### config.mk
export PLATFORM = sky130hd
export DESIGN_NAME = pwm4_prescaled
export DESIGN_NICKNAME = d
export VERILOG_FILES = /design/src/rtl/pwm4_pkg.sv /design/src/rtl/pwm4_bus.sv /design/src/rtl/pwm4_chan.sv /design/src/rtl/pwm4_prescaled.sv
export SDC_FILE = /design/constraint.sdc
export NUM_CORES = 1
export LEC_CHECK = 0
export ABC_CLOCK_PERIOD_IN_PS = 3200
export BUFFER_PORTS_ARGS = -buffer_cell sky130_fd_sc_hd__buf_2
export CORE_MARGIN = 2
export CORE_UTILIZATION = 62
export DETAILED_ROUTE_END_ITERATION = 10
export GPL_TIMING_DRIVEN = 1
export PLACE_DENSITY = 0.8
export SLEW_MARGIN = 10
export SYNTH_ARGS = -nofsm -noshare
export SYNTH_HDL_FRONTEND = slang
export SYNTH_SLANG_ARGS = --single-unit
### constraint.sdc
create_clock -name clk -period 3.2 [get_ports clk]
set_input_delay 0.32 -clock clk [delete_from_list [all_inputs] [get_ports clk]]
set_output_delay 0.32 -clock clk [all_outputs]
set_load 0.01 [all_outputs]
### src/rtl/pwm4_pkg.sv
package pwm4_pkg;

    localparam int PSC_W   = 8;
    localparam int HI_W    = 11;
    localparam int DIV_W   = 10;
    localparam int WORD_W  = 32;

    localparam int RUN_BIT = 31;
    localparam int UPD_BIT = 30;
    localparam int PSC_LSB = 22;
    localparam int HI_LSB  = 10;
    localparam int DIV_LSB = 0;

    typedef struct packed {
        logic [PSC_W-1:0] psc;
        logic [HI_W-1:0]  hi;
        logic [DIV_W-1:0] div;
    } pwm_cfg_t;

    typedef struct packed {
        logic             run;
        logic             pend;
        pwm_cfg_t         sh;
        pwm_cfg_t         ac;
        logic [PSC_W-1:0] pcnt;
        logic [DIV_W-1:0] dcnt;
    } chan_state_t;

    function automatic pwm_cfg_t word_to_cfg(input logic [WORD_W-1:0] w);
        pwm_cfg_t c;
        c.psc = w[PSC_LSB +: PSC_W];
        c.hi  = w[HI_LSB  +: HI_W];
        c.div = w[DIV_LSB +: DIV_W];
        return c;
    endfunction

    function automatic logic [WORD_W-1:0] cfg_to_word(input logic run,
                                                      input logic pend,
                                                      input pwm_cfg_t c);
        logic [WORD_W-1:0] w;
        w = '0;
        w[RUN_BIT]             = run;
        w[UPD_BIT]             = pend;
        w[PSC_LSB +: PSC_W]    = c.psc;
        w[HI_LSB  +: HI_W]     = c.hi;
        w[DIV_LSB +: DIV_W]    = c.div;
        return w;
    endfunction

endpackage

### src/rtl/pwm4_bus.sv
module pwm4_bus #(
    parameter int N_CH      = 4,
    parameter int ADDR_W    = 8,
    parameter int BASE_ADDR = 32
) (
    input  logic                      clk,
    input  logic                      rst_n,
    input  logic                      wr_i,
    input  logic                      rd_i,
    input  logic [ADDR_W-1:0]         addr_i,
    input  logic [N_CH-1:0][31:0]     words_i,
    output logic [N_CH-1:0]           wr_sel_o,
    output logic [31:0]               rdata_o
);
    localparam int SPAN = 4 * N_CH;

    logic [ADDR_W-1:0] off;
    logic              in_win;
    logic [N_CH-1:0]   sel;
    logic [31:0]       rdata_d, rdata_q;

    always_comb begin
        off    = addr_i - ADDR_W'(BASE_ADDR);
        in_win = (addr_i >= ADDR_W'(BASE_ADDR)) && (off < ADDR_W'(SPAN)) &&
                 (off[1:0] == 2'b00);
        for (int i = 0; i < N_CH; i++) begin
            sel[i] = in_win && (off[ADDR_W-1:2] == (ADDR_W-2)'(i));
        end
    end

    assign wr_sel_o = wr_i ? sel : '0;

    always_comb begin
        rdata_d = rdata_q;
        if (rd_i) begin
            rdata_d = '0;
            for (int i = 0; i < N_CH; i++) begin
                if (sel[i]) rdata_d = words_i[i];
            end
        end
    end

    always_ff @(posedge clk) begin
        if (!rst_n) rdata_q <= '0;
        else        rdata_q <= rdata_d;
    end

    assign rdata_o = rdata_q;

endmodule

### src/rtl/pwm4_chan.sv
module pwm4_chan
    import pwm4_pkg::*;
(
    input  logic              clk,
    input  logic              rst_n,
    input  logic              wr_i,
    input  logic [WORD_W-1:0] wdata_i,
    output logic              run_o,
    output logic              pend_o,
    output logic [WORD_W-1:0] word_o,
    output logic              pwm_o
);
    chan_state_t s_d, s_q;
    logic        tick, wrap;
    pwm_cfg_t    wcfg;

    always_comb begin
        s_d  = s_q;
        wcfg = word_to_cfg(wdata_i);
        tick = s_q.run && (s_q.pcnt == s_q.ac.psc);
        wrap = tick && (s_q.dcnt == s_q.ac.div);

        // cascaded counters, held at zero while stopped
        if (s_q.run) begin
            s_d.pcnt = tick ? '0 : s_q.pcnt + PSC_W'(1);
            if (tick) s_d.dcnt = wrap ? '0 : s_q.dcnt + DIV_W'(1);
        end else begin
            s_d.pcnt = '0;
            s_d.dcnt = '0;
        end

        // deferred commit: at period end, or at once when stopped
        if (s_q.pend && (!s_q.run || wrap)) begin
            s_d.ac   = s_q.sh;
            s_d.pend = 1'b0;
        end

        // software access
        if (wr_i) begin
            s_d.sh  = wcfg;
            s_d.run = wdata_i[RUN_BIT];
            if (wdata_i[UPD_BIT]) begin
                if (!s_q.run) begin
                    s_d.ac   = wcfg;
                    s_d.pend = 1'b0;
                end else begin
                    s_d.pend = 1'b1;
                end
            end
        end
    end

    always_ff @(posedge clk) begin
        if (!rst_n) s_q <= '0;
        else        s_q <= s_d;
    end

    assign run_o  = s_q.run;
    assign pend_o = s_q.pend;
    assign word_o = cfg_to_word(s_q.run, s_q.pend, s_q.sh);
    assign pwm_o  = s_q.run && (HI_W'(s_q.dcnt) < s_q.ac.hi);

endmodule

### src/rtl/pwm4_prescaled.sv
module pwm4_prescaled #(
    parameter int N_CH      = 4,
    parameter int ADDR_W    = 8,
    parameter int BASE_ADDR = 32
) (
    input  logic              clk,
    input  logic              rst_n,
    input  logic              bus_wr,
    input  logic              bus_rd,
    input  logic [ADDR_W-1:0] bus_addr,
    input  logic [31:0]       bus_wdata,
    output logic [31:0]       bus_rdata,
    output logic [N_CH-1:0]   pwm_out
);
    logic [N_CH-1:0][31:0] ch_word;
    logic [N_CH-1:0]       wr_sel;
    logic [N_CH-1:0]       ch_run;
    logic [N_CH-1:0]       ch_pend;

    pwm4_bus #(
        .N_CH      (N_CH),
        .ADDR_W    (ADDR_W),
        .BASE_ADDR (BASE_ADDR)
    ) u_bus (
        .clk      (clk),
        .rst_n    (rst_n),
        .wr_i     (bus_wr),
        .rd_i     (bus_rd),
        .addr_i   (bus_addr),
        .words_i  (ch_word),
        .wr_sel_o (wr_sel),
        .rdata_o  (bus_rdata)
    );

    for (genvar g = 0; g < N_CH; g++) begin : g_ch
        pwm4_chan u_chan (
            .clk     (clk),
            .rst_n   (rst_n),
            .wr_i    (wr_sel[g]),
            .wdata_i (bus_wdata),
            .run_o   (ch_run[g]),
            .pend_o  (ch_pend[g]),
            .word_o  (ch_word[g]),
            .pwm_o   (pwm_out[g])
        );
    end

endmodule

==> results.rst, run 1 <==
.. list-table::
   :header-rows: 1

   * - Metric
     - Value
   * - DR WL/cell
     - 19.7 um
   * - I/O pin total
     - 80
   * - Number of vias per cell after detailed routing
     - approximately 6.0
   * - Clock transition at the registers of the reported paths
     - 0.06 ns
   * - Buffers inserted by post-CTS timing repair
     - 0
   * - Post-route cell area
     - 18300 um^2
   * - Cell leakage power
     - between 7 and 8 nW
   * - Chip Width
     - 167 um
   * - Router iterations before antenna repair
     - 7
   * - Sum of routed wire length over all layers
     - 44000 um
   * - Count of flip-flops with a built-in enable after synthesis
     - 0
   * - Total nets after synthesis
     - around 2000
   * - RSZ-0062 raised after global routing
     - false
   * - Share of the clock period used by the worst path
     - 91.8%
   * - Count of hold buffers inserted by post-cts repair
     - 0
   * - Synthesized cell area
     - 16500 um^2
   * - Clock buffer depth
     - 3
   * - Worst reg2reg endpoint
     - g_ch[3].u_chan.s_q[35]
   * - Num CTS Buffers
     - 37
   * - Worst Skew
     - 0.0111 ns
   * - Number of fillers in the final layout
     - 1983
   * - Die footprint
     - 27900 um^2
   * - Total global routing overflow
     - 0
   * - Final Core Density
     - 70.0%
   * - Clock group share of total power
     - 48.5%
   * - Vias in the first global route
     - 12900
   * - Arrival @ worst endpoint
     - 2.62 ns
   * - Switching part of the total
     - 21.2%
   * - VDD IR-drop max
     - approximately 0.54 mV
   * - Number of max-slew violations in the final report
     - 0
   * - Achievable Freq
     - ~340 MHz
   * - Library cells used by synthesis
     - 48
   * - Number of nets with antenna violations after detailed routing
     - 0
   * - Internal power consumption
     - 6.95 mW
   * - Buffer cell driving the clock tree root
     - sky130_fd_sc_hd__clkbuf_16
   * - Synth Warn #
     - 0
   * - Fraction of power consumed by combinational cells
     - 3.0%
   * - Number of endpoints failing setup at the final stage
     - 0
   * - Post-layout worst setup margin
     - 0.263 ns
   * - Flip-flop and latch count after synthesis
     - 343
   * - Status
     - finished clean
   * - Total design power
     - ~8.8 mW
   * - Die Ht
     - between 150 and 200 um
   * - Number of levels the H-tree was split into
     - 2
   * - Quantity of gates resized following cts
     - 0
   * - Global placer's final weighted congestion
     - 0.909
   * - Share of async-settable or async-resettable flops after synthesis
     - 0%
   * - Clock insertion delay at the later pin of the skew report
     - 0.52 ns
   * - Clock tree from TritonCTS
     - done
   * - HPWL after detailed placement
     - 31100 um
   * - Highest fanout seen on the critical path
     - 6
   * - Largest net degree at the start of global routing
     - 73
   * - Worst setup timing slack at the placement stage
     - 0.437 ns
   * - Area of the multi-input gates
     - 8840 um^2
   * - Classification of the worst setup path
     - register to output port
   * - Sequential cell area
     - around 7000 um^2
   * - Depth of the most critical reg-to-reg path
     - 6
   * - Core area
     - approximately 26000 um^2
   * - Required time at the endpoint of the critical path
     - 2.88 ns
   * - Worst setup EP type
     - output port
   * - Setup Total Neg Slack
     - 0 ns
   * - Effective utilization at floorplan
     - 63.3%
   * - Instance area at placement
     - 17000 um^2
   * - Global-route wire length before repair
     - 70200 um
   * - Nature of the critical path startpoint
     - register
   * - Max cap viols
     - 0
   * - Hold Crit Start
     - bus_wdata[31]
   * - Global-route usage over all layers
     - 31.6%
   * - Worst Hold End
     - g_ch[1].u_chan.run_o
   * - Number of cells produced by synthesis
     - 1865
   * - Net count, final
     - about 2000
   * - Top flip-flop cell by instance count after synthesis
     - sky130_fd_sc_hd__dfxtp_1
   * - Final hold violation count
     - 0
   * - Crit path time final
     - around 3 ns
   * - Tightest Pin Transition
     - between 1 and 1.5 ns
   * - Number of remaining DRC errors
     - 0
   * - Mapped Avg Cell Area
     - about 9 um^2
   * - Initial antenna violation count
     - 3
   * - Area added between synthesis and finish
     - 10.7%
   * - Number of cells traversed by the worst hold path
     - 3
   * - Share of final-layout standard cells stronger than drive strength 1
     - between 10% and 20%
   * - Number of design-rule violations left by the first detailed-router iteration
     - 1100
   * - IO buf count
     - 77
   * - Max-slew headroom
     - 31.8%
   * - Portion of total power attributed to sequential cells
     - 48.5%
   * - Total via count in the routed design
     - 13400
   * - Reg2Reg Setup Slack
     - 1.02 ns
   * - Cell area power density
     - 483 nW/um^2
   * - Number of clock sinks
     - 343
   * - Sequential fraction of the synthesis area
     - 41.6%
   * - Reg-to-reg critical path startpoint
     - g_ch[3].u_chan.run_o
   * - # rows
     - 59
   * - NetSw
     - 1.87 mW
   * - Worst min path class
     - input pin to register
[placed cells by master (no fill, tap or decap), types with 5 or more instances in the layout]
cell type and count:
sky130_fd_sc_hd__nand2_1 384, sky130_fd_sc_hd__dfxtp_1 343, sky130_fd_sc_hd__a21boi_0 151, sky130_fd_sc_hd__mux2i_1 115, sky130_fd_sc_hd__o21ai_0 110, sky130_fd_sc_hd__buf_2 76
sky130_fd_sc_hd__nor2_1 75, sky130_fd_sc_hd__xnor2_1 72, sky130_fd_sc_hd__nand3_1 67, sky130_fd_sc_hd__xor2_1 54, sky130_fd_sc_hd__inv_1 52, sky130_fd_sc_hd__ha_1 45
sky130_fd_sc_hd__buf_4 45, sky130_fd_sc_hd__nand2b_1 41, sky130_fd_sc_hd__clkbuf_16 37, sky130_fd_sc_hd__nand4_1 33, sky130_fd_sc_hd__mux4_2 31, sky130_fd_sc_hd__and3_1 14
sky130_fd_sc_hd__o21ai_2 11, sky130_fd_sc_hd__a21o_1 10, sky130_fd_sc_hd__a21oi_1 10, sky130_fd_sc_hd__clkbuf_8 10, sky130_fd_sc_hd__nor4_1 9, sky130_fd_sc_hd__o21ai_1 9
sky130_fd_sc_hd__a211oi_1 8, sky130_fd_sc_hd__or3_1 8, sky130_fd_sc_hd__clkbuf_1 7, sky130_fd_sc_hd__clkinv_2 6, sky130_fd_sc_hd__nor2b_1 5, sky130_fd_sc_hd__nor3_1 5
sky130_fd_sc_hd__and2_1 5
[per-layer routing]
metal	global-route usage (%)	vias up	share of wire (%)
met5	0	-	0.030
met4	15.1	2	5.1
met3	4.96	152	7.3
met2	51.9	562	47
met1	40.9	6338	40
li1	-	6330	-
[registers in the layout, indices dropped and copies added (netlist names)]
name and cells:
g_ch.u_chan.pend_o 4, g_ch.u_chan.run_o 4, g_ch.u_chan.s_q 188, g_ch.u_chan.word_o 116, u_bus.rdata_o 31
[cells by family (layout without fill, tap and decap cells)]
kind of cell / after synthesis / count (layout) / synth area share [%]
muxes: 146 / 146 / 11.2
buffers and inverters: 201 / 236 / 5.44
adders and majority gates: 45 / 45 / 3.41
xor gates and xnor gates: 126 / 126 / 6.69
and+or+nand+nor: 670 / 670 / 18.2
other: 1 / 3 / 0.0227
DFF: 343 / 343 / 41.6
AOI/OAI and AO/OA: 333 / 333 / 13.4
[final cells by class]
type	count	area share, %
Timing Repair Buffer	121	3.93
Clock buffer	54	5.97
Tap cell	335	2.30
Inverter	52	1.07
Antenna cell	2	0.0274
Clock inverter	9	0.658
Multi-Input combinational cell	1321	48.4
Sequential cell	343	37.6
[per-stage QoR]
| step | hold slack [ns] | cells |
|---|---|---|
| after global routing | 0.118 | 2235 |
| after detailed placement | 0.472 | 2172 |
| after floorplan | 0.446 | 1865 |
| after global placement | 0.462 | 2172 |
| after CTS | 0.0985 | 2235 |
| final | 0.110 | 2237 |
[power by group through the flow]
stage	sequential, mW	clock [mW]	combinational, mW
CTS	4.28	4.31	0.261
global route	4.27	4.51	0.280
floorplan	4.37	0	0.179
detailed placement	4.37	0	0.260
global placement	4.37	0	0.257
finish	4.28	4.28	0.267
[worst max path at each step]
stage                           from                      to  cells past startpoint
6_report       g_ch[1].u_chan.s_q[1]              pwm_out[1]                      7
5_1_grt        g_ch[0].u_chan.s_q[1]              pwm_out[0]                      7
4_1_cts        g_ch[1].u_chan.s_q[1]              pwm_out[1]                      7
3_5_place_dp             bus_addr[5]  g_ch[2].u_chan.s_q[36]                      9
3_3_place_gp             bus_addr[5]  g_ch[2].u_chan.s_q[35]                      9
2_1_floorplan            bus_addr[5]  g_ch[2].u_chan.s_q[18]                     11
[critical path, stage by stage (launching register included)]
cell and delay [ns]:
sky130_fd_sc_hd__dfxtp_1 0.47, sky130_fd_sc_hd__ha_1 0.29, sky130_fd_sc_hd__a21o_1 0.16, sky130_fd_sc_hd__a21o_1 0.18
sky130_fd_sc_hd__a211oi_1 0.25, sky130_fd_sc_hd__o21bai_1 0.11, sky130_fd_sc_hd__a311oi_1 0.44, sky130_fd_sc_hd__buf_2 0.22
[cells in the mapped netlist, types with 4 or more instances]
library cell | number | share of area [%]
sky130_fd_sc_hd__a21boi_0 | 151 | 6.9
sky130_fd_sc_hd__buf_4 | 22 | 1.0
sky130_fd_sc_hd__buf_2 | 35 | 1.1
sky130_fd_sc_hd__o21a_1 | 4 | 0.18
sky130_fd_sc_hd__nand4_1 | 33 | 1.3
sky130_fd_sc_hd__a311oi_1 | 4 | 0.21
sky130_fd_sc_hd__a21oi_1 | 10 | 0.30
sky130_fd_sc_hd__xor2_1 | 54 | 2.9
sky130_fd_sc_hd__a2bb2oi_1 | 4 | 0.21
sky130_fd_sc_hd__a22oi_1 | 4 | 0.18
sky130_fd_sc_hd__dfxtp_1 | 343 | 42
sky130_fd_sc_hd__nor3_1 | 7 | 0.21
sky130_fd_sc_hd__and3_1 | 14 | 0.53
sky130_fd_sc_hd__nor4_1 | 10 | 0.38
sky130_fd_sc_hd__o21ai_2 | 11 | 0.58
sky130_fd_sc_hd__mux2i_1 | 115 | 7.0
sky130_fd_sc_hd__nor2b_1 | 5 | 0.19
sky130_fd_sc_hd__or3_1 | 8 | 0.30
sky130_fd_sc_hd__o21ai_1 | 9 | 0.27
sky130_fd_sc_hd__nor3b_1 | 4 | 0.18
sky130_fd_sc_hd__ha_1 | 45 | 3.4
sky130_fd_sc_hd__mux4_2 | 31 | 4.2
sky130_fd_sc_hd__nand2b_1 | 41 | 1.6
sky130_fd_sc_hd__a211oi_1 | 8 | 0.36
sky130_fd_sc_hd__nor2_1 | 76 | 1.7
sky130_fd_sc_hd__and2_1 | 5 | 0.19
sky130_fd_sc_hd__inv_1 | 52 | 1.2
sky130_fd_sc_hd__nand3_1 | 67 | 2.0
sky130_fd_sc_hd__o21bai_1 | 4 | 0.18
sky130_fd_sc_hd__o21ai_0 | 110 | 3.3
sky130_fd_sc_hd__nand2_1 | 384 | 8.7
sky130_fd_sc_hd__clkbuf_1 | 86 | 2.0
sky130_fd_sc_hd__xnor2_1 | 72 | 3.8
sky130_fd_sc_hd__a21o_1 | 10 | 0.46
(Power assumes the default switching activity.)
==> run 2: changes to the inputs <==
--- a/config.mk
+++ b/config.mk
@@ -8,5 +8,4 @@
 export ABC_CLOCK_PERIOD_IN_PS = 3200
 export BUFFER_PORTS_ARGS = -buffer_cell sky130_fd_sc_hd__buf_2
-export CORE_MARGIN = 2
 export CORE_UTILIZATION = 62
 export DETAILED_ROUTE_END_ITERATION = 10
==> constraint.sdc (replaced) <==
create_clock -name clk -period 3.2 [get_ports clk]
set_input_delay 0.48 -clock clk [delete_from_list [all_inputs] [get_ports clk]]
set_output_delay 0.48 -clock clk [all_outputs]
set_load 0.01 [all_outputs]
==> run 2 against run 1 <==
Effect of this change: clock skew grew 0.0019 ns; clock power is essentially flat; clock-buffer cell count shrank 3; largest cell class unchanged.
==> results.rst, run 2 (synthesis results as in run 1) <==
.. list-table::
   :header-rows: 1

   * - Metric
     - Value
   * - Chip Width
     - 165 um (-1.2%)
   * - Most flop-heavy register
     - g_ch.u_chan.s_q
   * - Endpoint of the worst setup timing path
     - pwm_out[3]
   * - Worst path bufs/invs
     - 1 (unchanged)
   * - Clock insertion delay at the later pin of the skew report
     - 0.52 ns (about the same)
   * - Post-layout worst setup margin
     - 0.200 ns (-0.0632 ns)
   * - Number of clock sinks
     - 343 (unchanged)
   * - Core area
     - 26100 um^2 (unchanged)
   * - Setup Total Neg Slack
     - 0 ns (unchanged)
   * - Share of the clock period used by the worst path
     - 93.8% (+2.0 points)
   * - Clock tree from TritonCTS
     - done
   * - IO buf count
     - 77 (unchanged)
   * - Area added between synthesis and finish
     - 11.0%
   * - Largest net degree at the start of global routing
     - 111 (+52%)
   * - Initial antenna violation count
     - 2 (-1)
   * - Largest register FFs
     - 188 (unchanged)
   * - Die Ht
     - 165 um (-1.2%)
   * - Final Core Density
     - 70.3% (+0.21 points)
   * - Number of cells traversed by the worst hold path
     - 3 (unchanged)
   * - Highest-count cells in the layout ignoring fill and taps
     - sky130_fd_sc_hd__nand2_1 (384), sky130_fd_sc_hd__dfxtp_1 (343), sky130_fd_sc_hd__a21boi_0 (151), sky130_fd_sc_hd__mux2i_1 (115), sky130_fd_sc_hd__o21ai_0 (110)
   * - Count of hold buffers inserted by post-cts repair
     - 0 (unchanged)
   * - Worst min path class
     - input pin to register
   * - Global-route usage over all layers
     - 32.4% (+0.76 points)
   * - DR WL/cell
     - 19.6 um (-0.49%)
   * - HPWL after detailed placement
     - 31000 um (-0.29%)
   * - Global-route wire length before repair
     - 68000 um (-3.1%)
   * - Number of vias per cell after detailed routing
     - 6.01 (+0.49%)
   * - Stage delay of the slowest cell on the critical path
     - 0.47 ns (about the same)
   * - Router iterations before antenna repair
     - 7 (unchanged)
   * - Net count, final
     - 1969 (+0.20%)
   * - Worst setup timing slack at the placement stage
     - 0.334 ns (-0.103 ns)
   * - Buffer cell driving the clock tree root
     - sky130_fd_sc_hd__clkbuf_16
   * - Max cap viols
     - 0 (unchanged)
   * - Vias in the first global route
     - 12700 (-1.2%)
   * - Arrival @ worst endpoint
     - 2.52 ns (-0.10 ns)
   * - Clock transition at the registers of the reported paths
     - 0.06 ns (about the same)
   * - Nature of the critical path startpoint
     - register
   * - Critical Path Source
     - g_ch[3].u_chan.s_q[1]
   * - Internal power consumption
     - 6.93 mW (-0.31%)
   * - Critical path depth in cells
     - 7 (unchanged)
   * - Clock buffer depth
     - 3 (unchanged)
   * - Cell leakage power
     - 7.04 nW (+0.17%)
   * - Portion of total power attributed to sequential cells
     - 48.6% (about the same)
   * - Classification of the worst setup path
     - register to output port
   * - Achievable Freq
     - 333 MHz (-2.1%)
   * - Reg2Reg Setup Slack
     - 0.94 ns (-0.08 ns)
   * - Fraction of power consumed by combinational cells
     - 3.1% (about the same)
   * - Worst reg2reg endpoint
     - g_ch[1].u_chan.s_q[46]
   * - # rows
     - 59 (unchanged)
   * - Number of levels the H-tree was split into
     - 2 (unchanged)
   * - Reg-to-reg critical path startpoint
     - g_ch[1].u_chan.s_q[3]
   * - Max-slew headroom
     - 51.9% (+20 points)
   * - Buffers inserted by post-CTS timing repair
     - 0 (unchanged)
   * - Number of remaining DRC errors
     - 0 (unchanged)
   * - Global placer's final weighted congestion
     - 0.901 (-0.85%)
   * - Quantity of gates resized following cts
     - 0 (unchanged)
   * - Worst setup EP type
     - output port
   * - Number of endpoints failing setup at the final stage
     - 0 (unchanged)
   * - NetSw
     - 1.87 mW (about the same)
   * - Share of final-layout standard cells stronger than drive strength 1
     - 12.5% (-0.046 points)
   * - Sum of routed wire length over all layers
     - 43800 um (-0.58%)
   * - Total global routing overflow
     - 0 (unchanged)
   * - Switching part of the total
     - 21.3% (+0.035 points)
   * - Cell area power density
     - 481 nW/um^2 (-0.56%)
   * - VDD IR-drop max
     - 0.413 mV (-24%)
   * - Crit path time final
     - 3.00 ns (+0.0632 ns)
   * - Status
     - finished clean
   * - Cell with the most instances on the worst path
     - sky130_fd_sc_hd__a21o_1
   * - Clock group share of total power
     - 48.3% (-0.2 points)
   * - RSZ-0062 raised after global routing
     - false
   * - Die footprint
     - 27300 um^2 (-2.4%)
   * - Number of design-rule violations left by the first detailed-router iteration
     - 1246 (+13%)
   * - Tightest Pin Transition
     - 0.721 ns (-0.299 ns)
   * - Num CTS Buffers
     - 37 (unchanged)
   * - Worst-case hold slack
     - 0.286 ns (+0.176 ns)
   * - Critical path, cell by cell
     - ha_1 > a21o_1 > a21o_1 > a211oi_1 > o21bai_1 > a311oi_1 > buf_2
   * - Total via count in the routed design
     - 13400 (+0.40%)
   * - I/O pin total
     - 80 (unchanged)
   * - Cell type of the slowest stage on the worst timing path
     - sky130_fd_sc_hd__dfxtp_1
   * - Total design power
     - 8.80 mW (-0.26%)
   * - Effective utilization at floorplan
     - 63.3% (unchanged)
   * - Worst Skew
     - 0.0130 ns (+0.00191 ns)
   * - Final hold violation count
     - 0 (unchanged)
   * - Number of nets with antenna violations after detailed routing
     - 0 (unchanged)
   * - Dominant delay contributor by cell family on the critical path
     - compound AO/OA/AOI/OAI gates
   * - Depth of the most critical reg-to-reg path
     - 8 (+2)
   * - Number of fillers in the final layout
     - 1993 (+0.50%)
   * - Most frequent standard cell in the layout excluding fill and tap cells
     - sky130_fd_sc_hd__nand2_1
   * - Highest fanout seen on the critical path
     - 6 (unchanged)
   * - Number of max-slew violations in the final report
     - 0 (unchanged)
   * - Required time at the endpoint of the critical path
     - 2.72 ns (-0.16 ns)
## run 2: cell count changes in the layout (fill, tap and decap cells not counted)
cell	previous run	this run
sky130_fd_sc_hd__inv_6	0	1
sky130_fd_sc_hd__clkinv_2	6	2
sky130_fd_sc_hd__clkbuf_8	10	5
sky130_fd_sc_hd__diode_2	2	1
sky130_fd_sc_hd__clkinvlp_4	0	1
sky130_fd_sc_hd__buf_12	0	4
sky130_fd_sc_hd__clkbuf_16	37	39
## run 2: power groups by stage
stage / clock (mW) / combinational (mW) / sequential (mW)
global placement: 0 / 0.265 / 4.37
CTS: 4.29 / 0.269 / 4.28
global route: 4.45 / 0.286 / 4.27
finish: 4.25 / 0.274 / 4.28
detailed placement: 0 / 0.268 / 4.37
floorplan: 0 / 0.179 / 4.37
## run 2: layer usage
metal | vias to the layer above | part of all wire (%) | GRT usage [%] | wire (um)
met4 | 2 | 5.7 | 17.3 | 2520
met5 | - | 0.023 | 0 | 10
met3 | 160 | 7.1 | 4.15 | 3130
li1 | 6337 | - | - | -
met1 | 6333 | 40 | 41.0 | 17600
met2 | 606 | 47 | 53.7 | 20500
## run 2: how the worst min path moves through the flow
stage	endpoint	startpoint
5_1_grt	g_ch[3].u_chan.run_o	bus_wdata[31]
3_5_place_dp	u_bus.rdata_o[8]	u_bus.rdata_o[8]
3_3_place_gp	u_bus.rdata_o[5]	u_bus.rdata_o[5]
2_1_floorplan	g_ch[0].u_chan.pend_o	g_ch[0].u_chan.pend_o
6_report	g_ch[2].u_chan.run_o	bus_wdata[31]
4_1_cts	g_ch[2].u_chan.run_o	bus_wdata[31]
## run 2: layout make-up
class	instances	area, um^2	area share [%]
tap	335	419	2.29
inverter	52	195	1.07
sequential	343	6870	37.5
antenna	1	2.50	0.0137
clock inverter	7	116	0.636
clock buffer	51	1070	5.85
multi-input combinational	1321	8840	48.3
timing repair buffer	125	798	4.36
## run 2: stage by stage
step,cell area (um^2),std cells
2_1_floorplan,16500,1865
3_3_place_gp,17100,2176
3_5_place_dp,17100,2176
4_1_cts,18300,2234
5_1_grt,18300,2234
6_report,18300,2235
## run 2: worst reg2reg max path, stage by stage (launching register included)
cell	delay (ns)
sky130_fd_sc_hd__dfxtp_1	0.50
sky130_fd_sc_hd__xnor2_1	0.12
sky130_fd_sc_hd__nand4_1	0.11
sky130_fd_sc_hd__nor4_1	0.06
sky130_fd_sc_hd__buf_4	0.16
sky130_fd_sc_hd__a2bb2oi_4	0.56
sky130_fd_sc_hd__buf_4	0.30
sky130_fd_sc_hd__mux2i_1	0.21
sky130_fd_sc_hd__o21ai_0	0.09
